`src/rtl/amem_pkg.sv`:
```
package amem_pkg;

    typedef enum logic [1:0] {
        PH_IDLE   = 2'd0,
        PH_SETUP  = 2'd1,
        PH_STROBE = 2'd2,
        PH_HOLD   = 2'd3
    } phase_e;

    // Number of words selected by a length code (1, 2, 4 or 8).
    function automatic logic [3:0] words_of(input logic [1:0] code);
        return 4'd1 << code;
    endfunction

endpackage

```
`src/rtl/amem_cfg_latch.sv`:
```
module amem_cfg_latch #(
    parameter int CW        = 4,
    parameter int BEAT_CLKS = 2
) (
    input  logic          clk,
    input  logic          rst_n,
    input  logic          load,
    input  logic          burst_in,
    input  logic [CW-1:0] cfg_setup,
    input  logic [CW-1:0] cfg_strobe,
    input  logic [CW-1:0] cfg_hold,
    input  logic [CW-1:0] cfg_bsetup,
    input  logic [CW-1:0] cfg_bhold,
    output logic [CW-1:0] setup_now,
    output logic [CW-1:0] strobe_q,
    output logic [CW-1:0] hold_q
);
    localparam logic [CW-1:0] BEAT_LEN = CW'(BEAT_CLKS);
    localparam logic [CW-1:0] ONE      = CW'(1);

    typedef struct packed {
        logic [CW-1:0] strobe;
        logic [CW-1:0] hold;
    } timing_t;

    timing_t tm_d, tm_q;

    function automatic logic [CW-1:0] at_least_one(input logic [CW-1:0] v);
        return (v == '0) ? ONE : v;
    endfunction

    always_comb begin
        tm_d      = tm_q;
        setup_now = burst_in ? at_least_one(cfg_bsetup) : at_least_one(cfg_setup);
        if (load) begin
            tm_d.strobe = burst_in ? BEAT_LEN : at_least_one(cfg_strobe);
            tm_d.hold   = burst_in ? at_least_one(cfg_bhold) : at_least_one(cfg_hold);
        end
    end

    always_ff @(posedge clk or negedge rst_n) begin
        if (!rst_n) begin
            tm_q <= '{strobe: ONE, hold: ONE};
        end else begin
            tm_q <= tm_d;
        end
    end

    assign strobe_q = tm_q.strobe;
    assign hold_q   = tm_q.hold;

endmodule

```
`src/rtl/amem_phase_timer.sv`:
```
module amem_phase_timer #(
    parameter int CW = 4
) (
    input  logic          clk,
    input  logic          rst_n,
    input  logic          load,
    input  logic [CW-1:0] len,
    output logic          expired
);
    logic [CW-1:0] cnt_d, cnt_q;

    always_comb begin
        cnt_d = cnt_q;
        if (load) begin
            cnt_d = len - CW'(1);
        end else if (cnt_q != '0) begin
            cnt_d = cnt_q - CW'(1);
        end
    end

    always_ff @(posedge clk or negedge rst_n) begin
        if (!rst_n) begin
            cnt_q <= '0;
        end else begin
            cnt_q <= cnt_d;
        end
    end

    assign expired = (cnt_q == '0);

endmodule

```
`src/rtl/amem_beat_ctr.sv`:
```
module amem_beat_ctr #(
    parameter int AW = 20,
    parameter int DW = 32,
    parameter int BW = 4
) (
    input  logic          clk,
    input  logic          rst_n,
    input  logic          start,
    input  logic          advance,
    input  logic [AW-1:0] start_addr,
    input  logic [BW-1:0] start_words,
    input  logic [DW-1:0] wdata,
    output logic [AW-1:0] addr,
    output logic [DW-1:0] dout,
    output logic          last_beat
);
    typedef struct packed {
        logic [AW-1:0] addr;
        logic [BW-1:0] left;
        logic [DW-1:0] data;
    } beat_t;

    beat_t bt_d, bt_q;

    always_comb begin
        bt_d = bt_q;
        if (start) begin
            bt_d.addr = start_addr;
            bt_d.left = start_words - BW'(1);
            bt_d.data = wdata;
        end else if (advance) begin
            bt_d.addr = bt_q.addr + AW'(1);
            bt_d.left = bt_q.left - BW'(1);
            bt_d.data = wdata;
        end
    end

    always_ff @(posedge clk or negedge rst_n) begin
        if (!rst_n) begin
            bt_q <= '0;
        end else begin
            bt_q <= bt_d;
        end
    end

    assign addr      = bt_q.addr;
    assign dout      = bt_q.data;
    assign last_beat = (bt_q.left == '0);

endmodule

```
`src/rtl/amem_burst_ctrl.sv`:
```
module amem_burst_ctrl
    import amem_pkg::*;
#(
    parameter int AW        = 20,
    parameter int DW        = 32,
    parameter int CW        = 4,
    parameter int BEAT_CLKS = 2
) (
    input  logic          clk,
    input  logic          rst_n,
    input  logic          req_valid,
    output logic          req_ready,
    input  logic          req_write,
    input  logic [AW-1:0] req_addr,
    input  logic [1:0]    req_len,
    input  logic [DW-1:0] wdata,
    output logic          wdata_take,
    output logic          rd_valid,
    output logic [DW-1:0] rd_data,
    output logic          done,
    input  logic [CW-1:0] cfg_setup,
    input  logic [CW-1:0] cfg_strobe,
    input  logic [CW-1:0] cfg_hold,
    input  logic [CW-1:0] cfg_bsetup,
    input  logic [CW-1:0] cfg_bhold,
    output logic [AW-1:0] bus_addr,
    output logic          bus_cs_n,
    output logic          bus_oe_n,
    output logic          bus_we_n,
    output logic [DW-1:0] bus_dout,
    output logic          bus_dout_en,
    input  logic [DW-1:0] bus_din
);
    localparam int BW = 4;

    typedef struct packed {
        phase_e        phase;
        logic          write;
        logic          cs_n;
        logic          oe_n;
        logic          we_n;
        logic          dout_en;
        logic          rd_valid;
        logic [DW-1:0] rd_data;
        logic          done;
    } ctl_t;

    ctl_t c_d, c_q;

    logic          start;
    logic          advance;
    logic          t_load;
    logic [CW-1:0] t_len;
    logic          t_expired;
    logic [CW-1:0] setup_now, strobe_q, hold_q;
    logic          last_beat;

    amem_cfg_latch #(.CW(CW), .BEAT_CLKS(BEAT_CLKS)) u_cfg (
        .clk       (clk),
        .rst_n     (rst_n),
        .load      (start),
        .burst_in  (req_len != 2'd0),
        .cfg_setup (cfg_setup),
        .cfg_strobe(cfg_strobe),
        .cfg_hold  (cfg_hold),
        .cfg_bsetup(cfg_bsetup),
        .cfg_bhold (cfg_bhold),
        .setup_now (setup_now),
        .strobe_q  (strobe_q),
        .hold_q    (hold_q)
    );

    amem_phase_timer #(.CW(CW)) u_timer (
        .clk    (clk),
        .rst_n  (rst_n),
        .load   (t_load),
        .len    (t_len),
        .expired(t_expired)
    );

    amem_beat_ctr #(.AW(AW), .DW(DW), .BW(BW)) u_beat (
        .clk        (clk),
        .rst_n      (rst_n),
        .start      (start),
        .advance    (advance),
        .start_addr (req_addr),
        .start_words(words_of(req_len)),
        .wdata      (wdata),
        .addr       (bus_addr),
        .dout       (bus_dout),
        .last_beat  (last_beat)
    );

    always_comb begin
        c_d          = c_q;
        c_d.rd_valid = 1'b0;
        c_d.done     = 1'b0;
        start        = 1'b0;
        advance      = 1'b0;
        t_load       = 1'b0;
        t_len        = setup_now;

        unique case (c_q.phase)
            PH_IDLE: begin
                if (req_valid) begin
                    start     = 1'b1;
                    t_load    = 1'b1;
                    t_len     = setup_now;
                    c_d.write = req_write;
                    c_d.phase = PH_SETUP;
                end
            end
            PH_SETUP: begin
                if (t_expired) begin
                    t_load    = 1'b1;
                    t_len     = strobe_q;
                    c_d.phase = PH_STROBE;
                end
            end
            PH_STROBE: begin
                if (t_expired) begin
                    if (!c_q.write) begin
                        c_d.rd_valid = 1'b1;
                        c_d.rd_data  = bus_din;
                    end
                    t_load = 1'b1;
                    if (last_beat) begin
                        t_len     = hold_q;
                        c_d.phase = PH_HOLD;
                    end else begin
                        t_len   = strobe_q;
                        advance = 1'b1;
                    end
                end
            end
            PH_HOLD: begin
                if (t_expired) begin
                    c_d.done  = 1'b1;
                    c_d.phase = PH_IDLE;
                end
            end
            default: c_d.phase = PH_IDLE;
        endcase

        c_d.cs_n    = (c_d.phase == PH_IDLE);
        c_d.oe_n    = !((c_d.phase == PH_STROBE) && !c_d.write);
        c_d.we_n    = !((c_d.phase == PH_STROBE) && c_d.write);
        c_d.dout_en = (c_d.phase != PH_IDLE) && c_d.write;
    end

    always_ff @(posedge clk or negedge rst_n) begin
        if (!rst_n) begin
            c_q <= '{phase: PH_IDLE, write: 1'b0, cs_n: 1'b1, oe_n: 1'b1,
                     we_n: 1'b1, dout_en: 1'b0, rd_valid: 1'b0,
                     rd_data: '0, done: 1'b0};
        end else begin
            c_q <= c_d;
        end
    end

    assign req_ready   = (c_q.phase == PH_IDLE);
    assign wdata_take  = advance && c_q.write;
    assign rd_valid    = c_q.rd_valid;
    assign rd_data     = c_q.rd_data;
    assign done        = c_q.done;
    assign bus_cs_n    = c_q.cs_n;
    assign bus_oe_n    = c_q.oe_n;
    assign bus_we_n    = c_q.we_n;
    assign bus_dout_en = c_q.dout_en;

endmodule

```
`config.mk`:
```
export PLATFORM = sky130hd
export DESIGN_NAME = amem_burst_ctrl
export DESIGN_NICKNAME = d
export VERILOG_FILES = /design/src/rtl/amem_pkg.sv /design/src/rtl/amem_cfg_latch.sv /design/src/rtl/amem_phase_timer.sv /design/src/rtl/amem_beat_ctr.sv /design/src/rtl/amem_burst_ctrl.sv
export SDC_FILE = /design/constraint.sdc
export NUM_CORES = 1
export LEC_CHECK = 0
export BUFFER_PORTS_ARGS = -buffer_cell sky130_fd_sc_hd__clkbuf_2
export CAP_MARGIN = 20
export CORE_UTILIZATION = 43
export CTS_CLUSTER_SIZE = 14
export DETAILED_ROUTE_END_ITERATION = 16
export PLACE_DENSITY = 0.77
export SYNTH_ARGS = -nofsm -noshare
export SYNTH_HDL_FRONTEND = slang
export SYNTH_HIERARCHICAL = 1
export SYNTH_SLANG_ARGS = --single-unit
```
`constraint.sdc`:
```
create_clock -name clk -period 2.9 [get_ports clk]
set_clock_uncertainty 0.05 [all_clocks]
set_input_delay 0.435 -clock clk [delete_from_list [all_inputs] [get_ports clk]]
set_output_delay 0.435 -clock clk [all_outputs]
set_load 0.005 [all_outputs]
```
# After elaboration in Yosys (flattened, before gate mapping)
# Index checks and enable logic that the tools add are counted.
[totals]
reg_bits = 109
latchBits = 0
ramBits = 0
rom_bits = 0
in_bits = 110
memories = 0
[op_classes]
add_sub_neg = 5
mul = 0
div_mod_pow = 0
magnitude_cmp = 0
eq_ne = 4
shifts = 1
n_mux = 34
bitwise_logic = 1
n_reduce_logical = 23
[ops]
columns = ["cell", "n"]
rows = [
  ["56-bit two-way mux", 2],
  ["33-bit two-way mux", 3],
  ["4-bit two-way mux", 13],
  ["4-bit zero test", 7],
  ["20-bit by 1-bit adder with 20-bit output (second input constant)", 1],
  ["4-bit by 1-bit subtractor with 4-bit output (second input constant)", 4],
  ["1-bit two-way mux", 8],
  ["2-bit two-way mux", 4],
  ["2-bit one-hot mux with 4 select lines", 1],
  ["4-bit one-hot mux with 2 select lines", 1],
  ["2-bit nonzero test", 4],
  ["2-bit equality test (second input constant)", 3],
  ["1-bit logical AND", 4],
  ["2-bit zero test", 2],
  ["4-bit nonzero test", 1],
  ["1-bit by 2-bit left shift with 4-bit output (first input constant)", 1],
  ["1-bit zero test", 3],
  ["3-bit two-way mux", 1],
  ["3-bit AND reduction", 1],
  ["2-bit by 1-bit equality test with 1-bit output (second input constant)", 1],
  ["1-bit one-hot mux with 2 select lines", 1],
  ["2-bit OR reduction", 1],
  ["1-bit inverter", 1],
]

# Longest topological paths before layout
[depth]
depth_word = 7
depth_mapped = 12
mapped_depth_nobuf = 11

# Hierarchy
# The synthesis kept the hierarchy.
[modules_own_cells]
columns = ["mod", "n_inst", "cells_each", "area_per_inst_um2", "seq_area_each_um2"]
rows = [
  ["amem_beat_ctr", 1, 280, 3015.4, 1401.3],
  ["amem_burst_ctrl", 1, 247, 2115.8, 1029.7],
  ["amem_cfg_latch", 1, 47, 431.7, 202.7],
  ["amem_phase_timer", 1, 21, 242.7, 100.1],
]

# Worst setup path after synthesis
# Ideal clock, no wire load.
[synth_timing]
path_type = "reg-to-reg"
startpoint = "register u_timer.cnt_q[2]"
endpoint = "register u_beat.bt_q (netlist bit u_beat/addr[14])"
arrival_ns = 2.103
required_ns = 2.724
path_slack_ns = 0.621
stages_incl_launch_ff = 10
n_path_buf = 1
cell_sequence = "dfrtp_1 > or3_4 > nor2_4 > nand2_1 > nor2_1 > buf_6 > nand4_1 > nor4_1 > nor2_1 > a221o_1"
[synth_via]
elab_chain_len = 4
[synth_rtl]
columns = ["item", "line_no", "text"]
rows = [
  ["start, declared", "amem_phase_timer.sv:10", "logic [CW-1:0] cnt_d, cnt_q;"],
  ["start signal, assigned", "amem_phase_timer.sv:25", "cnt_q <= cnt_d;"],
  ["4-bit zero test", "amem_phase_timer.sv:29", "assign expired = (cnt_q == '0);"],
  ["via t_expired", "amem_burst_ctrl.sv:54", "logic t_expired;"],
  ["1-bit two-way mux", "amem_burst_ctrl.sv:121", "if (t_expired) begin"],
  ["1-bit two-way mux", "amem_burst_ctrl.sv:103", "unique case (c_q.phase)"],
  ["via advance", "amem_burst_ctrl.sv:51", "logic advance;"],
  ["2-bit nonzero test (no source line)", "-", ""],
  ["end signal, assigned", "amem_beat_ctr.sv:42", "bt_q <= bt_d;"],
  ["end, declared", "amem_beat_ctr.sv:23", "beat_t bt_d, bt_q;"],
]
# The timed path passes the listed nets, and every way through them passes these cells.
# A chain may end at the register's enable or synchronous reset.

# Worst setup path after layout
# Same ends and word-level chain as after synthesis.

==> metrics <==
status completed; Peak VDD IR 0.392 mV; pre-CTS setup slack ~0.42 ns; Initial Util 0.440; max-cap violations 0; CTS clk-pin slew, worst paths 0.08 ns; final instance area 0.00667 mm2; critical path startpoint category flip-flop; number of global-route vias before repair 4220; Final nets 828; htree depth 3; Post-synth top flop dfrtp_1; ranking of synthesized cells by area dfrtp_1 (45%), buf_4 (11%), nand2_1 (8.5%), mux2_2 (7.8%), dfstp_2 (2.3%); FFs w/ async S/R, synth 1.00; Non-Filler Instances 890; Rows between 40 and 50; WHS Path Cells 3; remaining global-route overflow 0; Clk Latency, worst-skew pair 0.35 ns; Final Setup Violations 0; RSZ-0062 raised after global routing false; Reg-to-Reg End u_beat/addr[14]; CTS tree yes; reg2reg setup slack 0.40 ns; Seq cells post-synth 109; actual slew at the worst max-slew pin roughly 0.54 ns; Min Hold Slack 0.213 ns; min cycle time layout 2.50 ns; RD Place Congestion 0.792; syn avg cell area roughly 9.8 um2; max-slew violation count 0; vias roughly 4300; Post-CTS Setup Bufs 0; crit path DAT around 2.7 ns; Post-synth EDFFs 0; DR WL/cell around 14 um; storage element area 0.00273 mm2; first-pass GRT wire length 20.3 mm; CP required roughly 3.1 ns; post-route setup slack 0.399 ns; die area approximately 0.014 mm2; fill cell count 1227; area leader, netlist dfrtp_1; Multi-input gate area around 0.0023 mm2; Power Total around 6.7 mW; Synth Instances between 500 and 600; total wire length 12.4 mm; hold endpoint rd_data[10]; PostCTS Resize Cnt 0; fin crit share 0.863; Syn Nets between 700 and 800; die width ~120 um; Power Density 1000 mW/mm2; number of diodes 0; cells on worst reg2reg path 8; Ys Warns 6; top cell type's share of synthesized area 0.448; Synth cell types 55; Seq/Total Area, Yosys 0.471; TritonCTS Buffers 9; Worst R2R Start u_timer/cnt_q[2]; Layout area overhead 14.8%; Ports 202; final setup TNS 0 ns; # port buffers 201; Hold-fix buffers, CTS 1; share of layout cells above drive strength 1 0.405; Chip Height 118 um; Via density ~5; top-count cell post-synth nand2_1; P_leak 3.22 nW; crit end category flip-flop; crit-path max FO 5; worst relative slew slack 0.635; GRT Total Usage 0.183; Initial DRC Count 200; clk buf depth 2; Post-Syn Area about 0.0058 mm2; min-delay src bus_din[10]; largest net degree at the start of global routing between 50 and 60; clk root buf clkbuf_16; Routed Antenna Nets 0; Worst Hold Class input port to flip-flop; Peak Freq 400 MHz; clock sinks 109; CORE AREA between 0.01 and 0.015 mm2; final core occ 0.505; placed insts 873; DP HPWL roughly 9.3 mm; DRC 0; First-pass DRT Iterations 4; DP Area 0.00638 mm2; initial antenna violation count 0; Post-synth top cells nand2_1 (132), dfrtp_1 (104), buf_4 (85), mux2_2 (40), nor2_1 (28); kind of critical path flip-flop to flip-flop; Final Hold Viols 0
state kept, by name (all words and copies together), names as in the netlist:
signal / flops
bus_cs_n: 1
bus_dout_en: 1
bus_oe_n: 1
bus_we_n: 1
c_q: 3
done: 1
rd_data: 32
rd_valid: 1
u_beat/addr: 20
u_beat/bt_q: 4
u_beat/dout: 32
u_cfg/hold_q: 4
u_cfg/strobe_q: 4
u_timer/cnt_q: 4
layer usage:
metal / global-route usage / vias to the layer above / part of all wire
met1: 0.222 / 2059 / 0.43
li1: - / 2121 / -
met2: 0.316 / 127 / 0.50
met5: 0 / - / 0
met4: 0.0889 / 0 / 0.027
met3: 0.0299 / 21 / 0.043
cell usage in the layout (no fill, tap or decap), types with 3 or more instances in the layout:
master,instances
nor3_1,9
nand3b_1,4
and3_1,3
and2_1,4
mux2_2,40
a31oi_1,11
dfrtp_1,104
o21ai_1,3
o21ai_0,21
clkbuf_2,200
inv_1,12
dfstp_2,5
nor4_1,3
inv_2,3
nor2b_1,5
nand4_1,8
buf_4,9
o22ai_1,3
nor2_4,3
nor2_1,28
a21oi_1,13
ha_1,9
xor2_1,5
xnor2_1,13
mux2i_1,8
nand2_1,132
nand3_1,6
clkbuf_16,9
how the worst max path moves through the flow:
stage	startpoint	endpoint
after floorplan	u_timer/cnt_q[2]	u_beat/addr[14]
after global placement	u_beat/bt_q[34]	u_timer/cnt_q[2]
after detailed placement	u_beat/bt_q[34]	u_timer/cnt_q[2]
after CTS	u_timer/cnt_q[2]	u_beat/addr[14]
after global routing	c_q[39]	u_beat/addr[15]
final	u_timer/cnt_q[2]	u_beat/addr[14]
report_power, final:
group          switching, mW  internal (mW)
Combinational           1.33           1.35
Clock                  0.578          0.596
Sequential             0.562           2.25
Total                   2.47           4.20
cells by family after synthesis:
logic type / after synthesis / synth area share
xor gates and xnor gates: 18 / 0.0272
muxes: 48 / 0.0914
buffers and inverters: 124 / 0.141
adders and majority gates: 9 / 0.0194
DFF: 109 / 0.471
AOI/OAI and AO/OA: 61 / 0.0623
and+or+nand+nor: 226 / 0.188
worst max-delay path: stages (launching register included):
cell and delay, ns:
dfrtp_1 0.40, or3_4 0.43, nor2_4 0.10, nand2_1 0.06, nor2_1 0.30, nand4_1 0.26
nor4_1 0.42, nor2_1 0.09, a221o_1 0.27
area by class of cell:
type,instances,area share
timing repair buffer,212,0.168
multi-input combinational,362,0.339
inverter,15,0.00845
tap,176,0.0330
clock inverter,5,0.00657
sequential,109,0.410
clock buffer,11,0.0349
Note: power is estimated with default switching activity, not from simulation.
